--- src/rtl/pmi_pkg.sv ---
package pmi_pkg;

  typedef enum logic [1:0] {
    SEL_VALUE = 2'd0,
    SEL_MASK  = 2'd1,
    SEL_CTRL  = 2'd2,
    SEL_NONE  = 2'd3
  } pmi_sel_e;

  // Control word, bit 0 at the bottom
  typedef struct packed {
    logic spare;
    logic thresh;
    logic clkmux;
    logic enmux;
    logic clr_all_n;
    logic clr_right_n;
    logic clr_left_n;
    logic clr_match_n;
  } pmi_ctrl_t;

  localparam int CAUSES     = 3;
  localparam int CAUSE_MTCH = 0;
  localparam int CAUSE_LEFT = 1;
  localparam int CAUSE_RGHT = 2;
  localparam int STAT_W     = 8;

  // Per-cause clear request decoded from the active-low control bits
  function automatic logic [CAUSES-1:0] cause_clears(input pmi_ctrl_t c);
    logic [CAUSES-1:0] r;
    r[CAUSE_MTCH] = ~c.clr_match_n | ~c.clr_all_n;
    r[CAUSE_LEFT] = ~c.clr_left_n  | ~c.clr_all_n;
    r[CAUSE_RGHT] = ~c.clr_right_n | ~c.clr_all_n;
    return r;
  endfunction

endpackage

--- src/rtl/pmi_slice_cmp.sv ---
module pmi_slice_cmp #(
  parameter int W = 8
) (
  input  logic         clk,
  input  logic         rst_n,
  input  logic         ld_value,
  input  logic         ld_mask,
  input  logic [W-1:0] wr_val,
  input  logic [W-1:0] bus_slice,
  output logic         eq_o
);

  logic [W-1:0] value_q;
  logic [W-1:0] dc_q;

  // Equal when every bit either agrees or is marked don't-care
  function automatic logic slice_hit(input logic [W-1:0] v,
                                     input logic [W-1:0] ref_v,
                                     input logic [W-1:0] dc);
    return &((v ~^ ref_v) | dc);
  endfunction

  always_ff @(posedge clk or negedge rst_n) begin
    if (!rst_n) begin
      value_q <= '0;
      dc_q    <= '0;
    end else begin
      if (ld_value) value_q <= wr_val;
      if (ld_mask)  dc_q    <= wr_val;
    end
  end

  assign eq_o = slice_hit(bus_slice, value_q, dc_q);

endmodule

--- src/rtl/pmi_ctrl_reg.sv ---
module pmi_ctrl_reg
  import pmi_pkg::*;
(
  input  logic       clk,
  input  logic       rst_n,
  input  logic       wr_i,
  input  logic [7:0] d_i,
  output pmi_ctrl_t  ctrl_o
);

  always_ff @(posedge clk or negedge rst_n) begin
    if (!rst_n)    ctrl_o <= '0;
    else if (wr_i) ctrl_o <= pmi_ctrl_t'(d_i);
  end

endmodule

--- src/rtl/pmi_cause_latch.sv ---
module pmi_cause_latch #(
  parameter int N = 3
) (
  input  logic         clk,
  input  logic         rst_n,
  input  logic [N-1:0] set_i,
  input  logic [N-1:0] clr_i,
  output logic [N-1:0] pend_o
);

  for (genvar g = 0; g < N; g++) begin : g_cause
    always_ff @(posedge clk or negedge rst_n) begin
      if (!rst_n)        pend_o[g] <= 1'b0;
      else if (clr_i[g]) pend_o[g] <= 1'b0;
      else if (set_i[g]) pend_o[g] <= 1'b1;
    end
  end

endmodule

--- src/rtl/pattern_match_irq.sv ---
module pattern_match_irq
  import pmi_pkg::*;
#(
  parameter int SLICES  = 5,
  parameter int SLICE_W = 8,
  localparam int BUS_W  = SLICES * SLICE_W,
  localparam int IDX_W  = (SLICES > 1) ? $clog2(SLICES) : 1
) (
  input  logic               clk,
  input  logic               rst_n,
  input  logic               wr_en,
  input  logic [1:0]         wr_sel,
  input  logic [IDX_W-1:0]   wr_slice,
  input  logic [SLICE_W-1:0] wr_data,
  input  logic [BUS_W-1:0]   bus_in,
  input  logic               det_left,
  input  logic               det_right,
  output logic [STAT_W-1:0]  status_o,
  output logic               irq,
  output logic               mode_enmux,
  output logic               mode_clkmux,
  output logic               mode_thresh
);

  // Input capture stage
  logic [BUS_W-1:0] bus_q;
  logic [1:0]       det_q;

  always_ff @(posedge clk or negedge rst_n) begin
    if (!rst_n) begin
      bus_q <= '0;
      det_q <= '0;
    end else begin
      bus_q <= bus_in;
      det_q <= {det_right, det_left};
    end
  end

  // Write decode
  logic wr_value, wr_mask, wr_ctrl;
  assign wr_value = wr_en && (pmi_sel_e'(wr_sel) == SEL_VALUE);
  assign wr_mask  = wr_en && (pmi_sel_e'(wr_sel) == SEL_MASK);
  assign wr_ctrl  = wr_en && (pmi_sel_e'(wr_sel) == SEL_CTRL);

  // Slice compares
  logic [SLICES-1:0] eq_vec;
  logic              all_eq;

  for (genvar s = 0; s < SLICES; s++) begin : g_slice
    logic hit_idx;
    assign hit_idx = (wr_slice == IDX_W'(s));
    pmi_slice_cmp #(.W(SLICE_W)) u_cmp (
      .clk       (clk),
      .rst_n     (rst_n),
      .ld_value  (wr_value && hit_idx),
      .ld_mask   (wr_mask && hit_idx),
      .wr_val    (wr_data),
      .bus_slice (bus_q[s*SLICE_W +: SLICE_W]),
      .eq_o      (eq_vec[s])
    );
  end

  assign all_eq = &eq_vec;

  // Control register
  pmi_ctrl_t  ctrl;
  logic [7:0] ctrl_bits;

  pmi_ctrl_reg u_ctrl (
    .clk    (clk),
    .rst_n  (rst_n),
    .wr_i   (wr_ctrl),
    .d_i    (wr_data[7:0]),
    .ctrl_o (ctrl)
  );

  assign ctrl_bits   = ctrl;
  assign mode_enmux  = ctrl.enmux;
  assign mode_clkmux = ctrl.clkmux;
  assign mode_thresh = ctrl.thresh;

  // Cause latching
  logic [CAUSES-1:0] set_vec, clr_vec, pend;
  logic              clr_match, clr_left;

  assign clr_vec   = cause_clears(ctrl);
  assign clr_match = clr_vec[CAUSE_MTCH];
  assign clr_left  = clr_vec[CAUSE_LEFT];

  always_comb begin
    set_vec             = '0;
    set_vec[CAUSE_MTCH] = all_eq;
    set_vec[CAUSE_LEFT] = det_q[0];
    set_vec[CAUSE_RGHT] = det_q[1];
  end

  pmi_cause_latch #(.N(CAUSES)) u_causes (
    .clk    (clk),
    .rst_n  (rst_n),
    .set_i  (set_vec),
    .clr_i  (clr_vec),
    .pend_o (pend)
  );

  assign status_o = {{(STAT_W-CAUSES){1'b0}}, pend};
  assign irq      = |pend;

endmodule

--- config.mk ---
export PLATFORM = sky130hd
export DESIGN_NAME = pattern_match_irq
export DESIGN_NICKNAME = d
export VERILOG_FILES = /design/src/rtl/pmi_pkg.sv /design/src/rtl/pmi_slice_cmp.sv /design/src/rtl/pmi_ctrl_reg.sv /design/src/rtl/pmi_cause_latch.sv /design/src/rtl/pattern_match_irq.sv
export SDC_FILE = /design/constraint.sdc
export NUM_CORES = 1
export LEC_CHECK = 0
export ABC_AREA = 1
export BUFFER_PORTS_ARGS = -buffer_cell sky130_fd_sc_hd__buf_2
export CORE_ASPECT_RATIO = 2
export CORE_MARGIN = 2
export CORE_UTILIZATION = 35
export DETAILED_ROUTE_END_ITERATION = 12
export PLACE_DENSITY = 0.59
export SLEW_MARGIN = 40
export SYNTH_ARGS = -nofsm -noshare
export SYNTH_HDL_FRONTEND = slang
export SYNTH_HIERARCHICAL = 1
export SYNTH_SLANG_ARGS = --single-unit
--- constraint.sdc ---
create_clock -name clk -period 1.2 [get_ports clk]
set_input_delay 0.12 -clock clk [delete_from_list [all_inputs] [get_ports clk]]
set_output_delay 0.12 -clock clk [all_outputs]
set_load 0.005 [all_outputs]
==> impl_metrics.csv, run 1 <==
group,metric,value,unit
status,result_of_the_run,"finished with violations",
status,failed_checks,"negative setup slack",
timing,fmaxAchievable,767,MHz
worst_setup_path,setup.worst_path.start_class,"register",
power,power_report.internal_total,9770,uW
timing,rsz0062_at_grt,"true",
worst_setup_path,critical_path.top_delay_family,"simple AND/OR/NAND/NOR gates",
drt,drt_wl_total,12800,um
flow_run,cap_violations,0,
yosys,postSynthCellCount,615,
drt,firstDrtPassIters,4,
clocking,worst_setup_hold_path_clk_slew,60,ps
worst_setup_path,timing.critical_path.mode_cell,"sky130_fd_sc_hd__nor2_1",
drt,wl_per_cell,13.2,um
floorplan,die_width,92.7,um
power,clock_power_share,0.429,
clocking,cts.sink_count,132,
drt,ant_nets,0,
yosys,synth.yosys.warnings,6,
power,power_dens_cells,1790,nW/um^2
clocking,ctsLongestPathBuffers,2,
worst_setup_path,worstPathBufferInverterCount,0,
timing,final_min_period_over_clock_period,1.09,
layout,antenna-diode-count,0,
clocking,tritoncts,"done",
clocking,clock_tree.root_cell,"sky130_fd_sc_hd__clkbuf_16",
clocking,ctsHtreeMaxLevel,4,
timing,final_critical_path_setup_slack,-104,ps
power,power.ir.vdd_worst,0.942,mV
floorplan,floorplan.rows,64,
worst_setup_path,max_fanout_on_critical_path,3,
global_routing,groute.usage.overall,0.163,
drt,via_per_inst,4.44,
power,leakage_power_figure,0.00372,uW
timing,report.final.slew_viol_count,0,
power,swShare,0.249,
timing,hold_violations,0,
timing,min_period,1300,ps
place,place_ws,-206,ps
layout,design.final.nets,817,
timing,finalHoldWorstSlack,79.9,ps
worst_setup_path,crit_path_max_incr_delay,400,ps
worst_setup_path,critPathCaptureType,"register",
place,post-dp-hpwl,8890,um
worst_setup_path,data_arrival_time_at_the_worst_slack_endpoint,1640,ps
layout,post_route_cells_drive_above_1_share,0.197,
timing,worst_clock_skew,4.55,ps
place,port-buffer-count,64,
floorplan,die_h,181,um
layout,commonest_non_fill_non_tap_cell_in_the_layout,"sky130_fd_sc_hd__nand2_1",
floorplan,design.core.area,15400,sq um
drt,detailroute.via_count,4298,
worst_setup_path,worstPathCellList,"nor2_1, nor2_1, nor2_1, nand2_1, nor2_2, nand3_2, nor2_2, nor2_1, nor2_1",
place,gpl.final_weighted_congestion,0.796,
worst_hold_path,min_path_type,"input pin to register",
global_routing,grt_pass1_vias,4396,
clocking,cts-buffers-inserted,17,
layout,most-common-layout-cells,"189 x sky130_fd_sc_hd__nand2_1, 132 x sky130_fd_sc_hd__dfrtp_1, 93 x sky130_fd_sc_hd__inv_1",
floorplan,die_area,16800,sq um
floorplan,initial_core_util,0.358,
floorplan,ioPinCount,70,
worst_setup_path,critical-path-slowest-cell,"sky130_fd_sc_hd__dfrtp_1",
yosys,mappedNetlistArea,5510,sq um
yosys,post_synthesis_average_cell_area,8.95,sq um
power,net-switching-power,3230,uW
global_routing,grt_antenna_before_repair,0,
clocking,skew_pair_late_insertion_delay,410,ps
drt,dr.first_iter.drc_count,254,
power,p_comb_frac,0.146,
global_routing,grt_first_pass_wirelength,20900,um
global_routing,globalRouteOverflowTotal,0,
power,power_frac_seq,0.425,
worst_setup_path,worst-endpoint-required,1540,ps
global_routing,pin_count_of_the_biggest_net_entering_global_routing,33,
drt,drc_errors,0,
layout,areaGrowthSynthToFinish,32.2,%
timing,finalSetupViolCount,2,
worst_setup_path,worstSetupPathType,"register to register",
path summary, 6_finish.rpt:
kind,startpoint,endpoint,slack (ps),cells past startpoint
max,g_slice[4].u_cmp/value_q[3],u_causes/pend_o[0],-100,9
min,wr_data[2],u_ctrl/ctrl_o[2],80,3
max reg2reg,g_slice[4].u_cmp/value_q[3],u_causes/pend_o[0],-100,9
min reg2reg,u_ctrl/ctrl_o[5],u_ctrl/ctrl_o[5],480,2
max in group asynchronous,rst_n,g_slice[2].u_cmp/value_q[0],470,3
min in group asynchronous,rst_n,g_slice[1].u_cmp/dc_q[2],180,2
sequential cells by signal, indices dropped and copies added (netlist names):
name / count
u_ctrl/ctrl_o: 7
bus_q: 40
det_q: 2
g_slice.u_cmp/value_q: 40
g_slice.u_cmp/dc_q: 40
u_causes/pend_o: 3
per-stage QoR:
step	utilization	cell area [sq um]	power (uW)	setup TNS [ps]	std cells
floorplan	-	5520	6670	0	619
global placement	0.402	6180	7250	-233	893
detailed placement	0.402	6180	7360	-305	893
CTS	0.473	7270	13100	-178	967
global route	0.473	7280	13700	-331	968
finish	0.473	7280	13000	-122	968
worst register-to-register path: cells and delay by family, from the launching register on:
kind,cells,cell delay (ps)
and+or+nand+nor,9,840
DFF,1,400
power by group through the flow:
| stage | sequential, uW | combinational, uW | clock [uW] |
|---|---|---|---|
| 2_1_floorplan | 5490 | 1180 | 0 |
| 3_3_place_gp | 5550 | 1700 | 0 |
| 3_5_place_dp | 5590 | 1770 | 0 |
| 4_1_cts | 5520 | 1910 | 5710 |
| 5_1_grt | 5600 | 2210 | 5890 |
| 6_report | 5520 | 1900 | 5580 |
layer usage:
layer | track usage | part of all wire
met5 | 0 | 0
met4 | 0.0665 | 0.019
met3 | 0.0317 | 0.033
met2 | 0.303 | 0.56
met1 | 0.176 | 0.38
timing repair:
item / 4_1_cts / 5_1_grt
buffers inserted: 1 / 1
resized for setup: 3 / 2
endpoints found under the hold margin: 124 / 0
hold buffers: 43 / 0
endpoints found under the setup margin: 2 / 2
pin swaps: 2 / 2
final cells by class:
type                    count  area [sq um]
fillers                  1497          8100
clock inverters            10           180
multi-input cells         376          1730
clock buffers              20           457
well taps                 198           248
flip-flops and latches    132          3300
inverters                  95           357
repair buffers            137          1000
Power figures use the tool's default switching activity.
==> inputs of run 2 (changes only) <==
- RECOVER_POWER: unset -> 50
==> run 2 against run 1 <==
Effect of this change:
- the flow still finishes with violations (negative setup slack)
- global-route usage stayed put
- clock power barely moved
- critical endpoint unchanged
- critical path depth did not move
- highest routed layer unchanged
- wire length decreased by 0.25%
==> impl_metrics.csv, run 2 (same netlist as run 1, synthesis figures left out) <==
group,metric,value,unit
drt,firstDrtPassIters,4,
place,placed_cells,893,
status,result_of_the_run,"finished with violations",
power,leakage_power_figure,0.00366,uW
layout,finalInstanceArea,7210,sq um
drt,dr.first_iter.drc_count,211,
place,place_ws,-206,ps
timing,min_period,1310,ps
floorplan,die_h,181,um
timing,final_min_period_over_clock_period,1.09,
worst_setup_path,timing.critical_path.mode_cell,"sky130_fd_sc_hd__nor2_1",
global_routing,pin_count_of_the_biggest_net_entering_global_routing,33,
timing,rsz0062_at_grt,"true",
worst_setup_path,worstPathBufferInverterCount,0,
worst_setup_path,worst-endpoint-required,1540,ps
worst_setup_path,critPathCaptureType,"register",
floorplan,floorplan.rows,64,
worst_setup_path,max_fanout_on_critical_path,3,
drt,wl_per_cell,13.2,um
layout,most-common-layout-cells,"190 x sky130_fd_sc_hd__nand2_1, 132 x sky130_fd_sc_hd__dfrtp_1, 94 x sky130_fd_sc_hd__inv_1",
worst_setup_path,crit_path_max_incr_delay,390,ps
floorplan,ioPinCount,70,
global_routing,grt_antenna_before_repair,0,
place,gpl.final_weighted_congestion,0.796,
timing,timing_worst_slew_pin_value,743,ps
global_routing,grt_pass1_vias,4396,
drt,detailroute.via_count,4280,
worst_setup_path,worstSetupPathType,"register to register",
worst_hold_path,min_path_type,"input pin to register",
layout,antenna-diode-count,0,
status,failed_checks,"negative setup slack",
clocking,cts-buffers-inserted,17,
drt,drt_wl_total,12800,um
timing,hold_violations,0,
floorplan,die_width,92.7,um
worst_setup_path,setup.worst_path.start_class,"register",
clocking,worst_setup_hold_path_clk_slew,60,ps
layout,areaGrowthSynthToFinish,31.0,%
flow_run,cap_violations,0,
power,power_dens_cells,1800,nW/um^2
clocking,ctsHtreeMaxLevel,4,
layout,multi_input_comb_area,1720,sq um
place,place_area,6180,sq um
power,power.ir.vdd_worst,0.943,mV
worst_setup_path,data_arrival_time_at_the_worst_slack_endpoint,1650,ps
drt,via_per_inst,4.42,
global_routing,globalRouteOverflowTotal,0,
timing,finalSetupViolCount,2,
drt,ant_nets,0,
timing,tightest_slew_margin_relative_to_the_limit,0.504,
floorplan,initial_core_util,0.358,
floorplan,design.core.area,15400,sq um
layout,sequential_cell_area,3300,sq um
global_routing,groute.usage.overall,0.163,
layout,biggestRegsByFlops,"bus_q: 40 flops, g_slice.u_cmp/dc_q: 40 flops, g_slice.u_cmp/value_q: 40 flops",
worst_setup_path,critical_path.top_delay_family,"simple AND/OR/NAND/NOR gates",
timing,worst_clock_skew,5.26,ps
layout,post_route_cells_drive_above_1_share,0.179,
floorplan,die_area,16800,sq um
timing,report.final.slew_viol_count,0,
worst_setup_path,worstPathCellList,"nor2_1, nor2_1, nor2_1, nand2_1, nor2_2, nand3_2, nor2_2, nor2_1, nor2_1",
place,post-dp-hpwl,8890,um
layout,fillerInstances,1516,
worst_setup_path,critical-path-slowest-cell,"sky130_fd_sc_hd__dfrtp_1",
layout,design.final.nets,817,
global_routing,grt_first_pass_wirelength,20900,um
layout,layoutNonFillerInstCount,968,
timing,fmaxAchievable,764,MHz
clocking,clock_tree.root_cell,"sky130_fd_sc_hd__clkbuf_16",
layout,commonest_non_fill_non_tap_cell_in_the_layout,"sky130_fd_sc_hd__nand2_1",
clocking,tritoncts,"done",
clocking,cts.sink_count,132,
clocking,ctsLongestPathBuffers,2,
timing,final_critical_path_setup_slack,-109,ps
drt,drc_errors,0,
place,port-buffer-count,64,
clocking,skew_pair_late_insertion_delay,410,ps
## run 2: changes by cell type in the layout (fill, tap and decap cells not counted), moves of 2 or more
cell / before / now
sky130_fd_sc_hd__buf_4: 29 / 13
sky130_fd_sc_hd__clkbuf_1: 1 / 12
sky130_fd_sc_hd__clkbuf_2: 0 / 6
sky130_fd_sc_hd__buf_2: 63 / 61
## run 2: path summary, 6_finish.rpt
check / start / endpoint / slack (ps) / cells after the start
max: g_slice[4].u_cmp/value_q[3] / u_causes/pend_o[0] / -110 / 9
min: wr_data[2] / u_ctrl/ctrl_o[2] / 80 / 3
max reg2reg: g_slice[4].u_cmp/value_q[3] / u_causes/pend_o[0] / -110 / 9
min reg2reg: u_ctrl/ctrl_o[5] / u_ctrl/ctrl_o[5] / 480 / 2
max in group asynchronous: rst_n / g_slice[3].u_cmp/value_q[7] / 160 / 3
min in group asynchronous: rst_n / g_slice[1].u_cmp/dc_q[2] / 310 / 2
## run 2: per-stage QoR
step	setup TNS (ps)	hold WS (ps)	power [uW]	util
after floorplan	0	-176	6670	-
after global placement	-233	74.6	7250	0.402
after detailed placement	-305	81.0	7360	0.402
after CTS	-178	72.2	13100	0.473
after global routing	-616	77.5	13700	0.469
final	-129	77.5	13000	0.469
## run 2: worst register-to-register path: stages, from the launching register on
cell	delay, ps
sky130_fd_sc_hd__dfrtp_1	390
sky130_fd_sc_hd__nor2_1	120
sky130_fd_sc_hd__nor2_1	60
sky130_fd_sc_hd__nor2_1	110
sky130_fd_sc_hd__nand2_1	80
sky130_fd_sc_hd__nor2_2	130
sky130_fd_sc_hd__nand3_2	130
sky130_fd_sc_hd__nor2_2	90
sky130_fd_sc_hd__nor2_1	40
sky130_fd_sc_hd__nor2_1	90
## run 2: layout make-up
class | count | area share
Clock inverter | 10 | 0.0250
Clock buffer | 20 | 0.0633
Tap cell | 198 | 0.0344
Inverter | 95 | 0.0495
Sequential cell | 132 | 0.458
Timing Repair Buffer | 137 | 0.131
Multi-Input combinational cell | 376 | 0.239
## run 2: layer usage
metal / track usage / vias to the layer above / routed length [um]
met4: 0.0665 / 0 / 222
li1: - / 2138 / -
met2: 0.303 / 77 / 7260
met3: 0.0317 / 12 / 417
met1: 0.176 / 2053 / 4900
met5: 0 / - / 0
## run 2: what timing repair did
item | in CTS | in global routing
pin swaps | 2 | 2
setup endpoints to repair | 2 | 2
gates cloned | 0 | 0
endpoints found under the hold margin | 124 | 0
resized for setup | 3 | 2
hold buffers | 43 | 0
setup buffers | 1 | 1
## run 2: power breakdown
group / leakage, uW / switching (uW) / internal (uW) / total, uW
registers: 0.00155 / 343 / 5180 / 5520
clock network: 0.000308 / 1820 / 3760 / 5580
logic: 0.00180 / 1070 / 816 / 1880
total: 0.00366 / 3230 / 9750 / 13000
==> inputs of run 3 (changes only) <==
- CTS_BUF_LIST: unset -> sky130_fd_sc_hd__clkbuf_4 sky130_fd_sc_hd__clkbuf_8
==> run 3 against run 2 <==
Effect of this change:
- the flow still finishes with violations (negative setup slack)
- clock skew grew 5.1 ps
- register-to-register slack is essentially flat
- clock power shrank 24%
- global-route usage shrank 0.25 points
- power shrank 11%
- via count shrank 1.0%
- critical path type unchanged
- sequential share of layout area grew 1.2 points
- wire length shrank 2.5%
- worst setup slack gained 9.6 ps
- sequential cell count is the same
==> impl_metrics.csv, run 3 (same netlist as run 1, synthesis figures left out) <==
group,metric,value,unit
drt,top_layer,"met4",
timing,hold_violations,0,
worst_setup_path,worstPathCellList,"nor2_1, nor2_1, nor2_1, nand2_1, nor2_2, nand3_2, nor2_2, nor2_1, nor2_1",
layout,post_route_cells_drive_above_1_share,0.177,
power,p_total,11600,uW
clocking,ctsHtreeMaxLevel,4,
clocking,tritoncts,"done",
timing,final_critical_path_setup_slack,-99.7,ps
power,leakage_power_figure,0.00357,uW
timing,fin_setup_tns,-154,ps
layout,most-common-layout-cells,"189 x sky130_fd_sc_hd__nand2_1, 132 x sky130_fd_sc_hd__dfrtp_1, 95 x sky130_fd_sc_hd__inv_1",
floorplan,floorplan.rows,64,
drt,drt_wl_total,12500,um
layout,finalInstanceArea,7030,sq um
floorplan,design.core.area,15400,sq um
drt,ant_nets,0,
status,failed_checks,"negative setup slack",
worst_hold_path,min_path_type,"input pin to register",
worst_setup_path,max_fanout_on_critical_path,3,
drt,route.met2.wl,6970,um
drt,dr.first_iter.drc_count,168,
drt,drc_errors,0,
floorplan,die_width,92.7,um
worst_hold_path,hold_start,"wr_data[2]",
layout,areaGrowthSynthToFinish,27.6,%
clocking,ctsLongestPathBuffers,2,
worst_setup_path,reg2reg_to,"u_causes/pend_o[0]",
layout,fillerInstances,1539,
place,place_ws,-206,ps
worst_setup_path,worstSetupPathType,"register to register",
layout,biggestRegsByFlops,"bus_q: 40 flops, g_slice.u_cmp/dc_q: 40 flops, g_slice.u_cmp/value_q: 40 flops",
timing,report.final.slew_viol_count,0,
worst_setup_path,worst-endpoint-required,1570,ps
layout,commonest_non_fill_non_tap_cell_in_the_layout,"sky130_fd_sc_hd__nand2_1",
floorplan,ioPinCount,70,
drt,firstDrtPassIters,5,
drt,via_per_inst,4.38,
clocking,cts-buffers-inserted,17,
power,power_dens_cells,1650,nW/um^2
worst_setup_path,critical_path.top_delay_family,"simple AND/OR/NAND/NOR gates",
clocking,worst_setup_hold_path_clk_slew,80,ps
global_routing,groute.usage.overall,0.160,
layout,sequential_cell_area,3300,sq um
global_routing,pin_count_of_the_biggest_net_entering_global_routing,33,
floorplan,die_h,181,um
timing,timing_worst_slew_pin_value,755,ps
clocking,skew_pair_late_insertion_delay,430,ps
worst_setup_path,rr_worst_depth,9,
timing,worst_clock_skew,10.4,ps
layout,multi_input_comb_area,1730,sq um
timing,final_min_period_over_clock_period,1.08,
worst_hold_path,hold-path-cell-count,3,
worst_setup_path,worstPathBufferInverterCount,0,
floorplan,die_area,16800,sq um
worst_setup_path,timing.critical_path.mode_cell,"sky130_fd_sc_hd__nor2_1",
global_routing,grt_first_pass_wirelength,20500,um
worst_setup_path,worstReg2RegStart,"g_slice[4].u_cmp/value_q[3]",
place,gpl.final_weighted_congestion,0.796,
timing,rsz0062_at_grt,"true",
global_routing,globalRouteOverflowTotal,0,
place,post-dp-hpwl,8890,um
clocking,cts.sink_count,132,
timing,fmaxAchievable,769,MHz
worst_hold_path,worst_hold_path.endpoint,"u_ctrl/ctrl_o[2]",
place,port-buffer-count,64,
place,place_area,6180,sq um
worst_setup_path,critical_path_depth,9,
layout,antenna-diode-count,0,
floorplan,initial_core_util,0.358,
timing,min_period,1300,ps
worst_setup_path,data_arrival_time_at_the_worst_slack_endpoint,1670,ps
clocking,clock_tree.root_cell,"sky130_fd_sc_hd__clkbuf_8",
drt,wl_per_cell,12.9,um
worst_setup_path,worst_setup_path_startpoint,"g_slice[4].u_cmp/value_q[3]",
drt,met3RoutedLength,404,um
global_routing,grt_antenna_before_repair,0,
timing,finalHoldWorstSlack,55.4,ps
flow_run,cap_violations,0,
status,result_of_the_run,"finished with violations",
timing,finalSetupViolCount,2,
worst_setup_path,setup.worst_path.start_class,"register",
worst_setup_path,critPathCaptureType,"register",
power,power.ir.vdd_worst,0.766,mV
timing,tightest_slew_margin_relative_to_the_limit,0.497,
worst_setup_path,crit_path_max_incr_delay,400,ps
drt,met1_length,4830,um
worst_setup_path,r2r_setup_slack,-100,ps
global_routing,grt_pass1_vias,4353,
drt,detailroute.via_count,4237,
layout,design.final.nets,817,
worst_setup_path,critical-path-slowest-cell,"sky130_fd_sc_hd__dfrtp_1",
-- run 3: changes by cell type in the layout (fill, tap and decap cells not counted), moves of 2 or more --
cell                        before  now
sky130_fd_sc_hd__clkbuf_1       12   14
sky130_fd_sc_hd__clkbuf_8        2   19
sky130_fd_sc_hd__clkbuf_2        6    2
sky130_fd_sc_hd__buf_4          13   15
sky130_fd_sc_hd__clkbuf_16      17    0
-- run 3: metal layers --
metal,vias to the layer above,track usage
li1,2136,-
met4,0,0.0659
met2,78,0.295
met5,-,0
met3,15,0.0354
met1,2008,0.174
-- run 3: final cells by class --
type / instances / area share
Timing Repair Buffer: 137 / 0.134
Clock inverter: 10 / 0.0256
Tap cell: 198 / 0.0353
Clock buffer: 20 / 0.0383
Sequential cell: 132 / 0.470
Inverter: 95 / 0.0507
Multi-Input combinational cell: 376 / 0.246
-- run 3: per-stage QoR --
stage,utilization,std cells
final,0.457,968
after global placement,0.402,893
after detailed placement,0.402,893
after global routing,0.457,968
after CTS,0.461,967
after floorplan,-,619
-- run 3: worst min-delay path: stages --
cell	delay [ps]
sky130_fd_sc_hd__buf_2	200
sky130_fd_sc_hd__nand2_1	90
sky130_fd_sc_hd__nand2_1	50
-- run 3: timing repair --
item	4_1_cts	5_1_grt
endpoints found under the setup margin	2	3
pin swaps	2	5
hold endpoints to repair	174	0
resized for setup	3	2
setup buffers	1	1
hold buffers	43	0
-- run 3: worst max-delay path by stage --
| stage | endpoint | slack, ps |
|---|---|---|
| after floorplan | g_slice[0].u_cmp/value_q[2] | 120 |
| after global placement | u_causes/pend_o[0] | -180 |
| after detailed placement | u_causes/pend_o[0] | -210 |
| after CTS | u_causes/pend_o[0] | -110 |
| after global routing | u_causes/pend_o[0] | -240 |
| final | u_causes/pend_o[0] | -100 |
-- run 3: report_power, final --
group / internal, uW / leakage, uW / switching, uW
combinational: 817 / 0.00180 / 1050
clock: 2570 / 0.000224 / 1650
sequential: 5170 / 0.00155 / 336
total: 8560 / 0.00357 / 3030
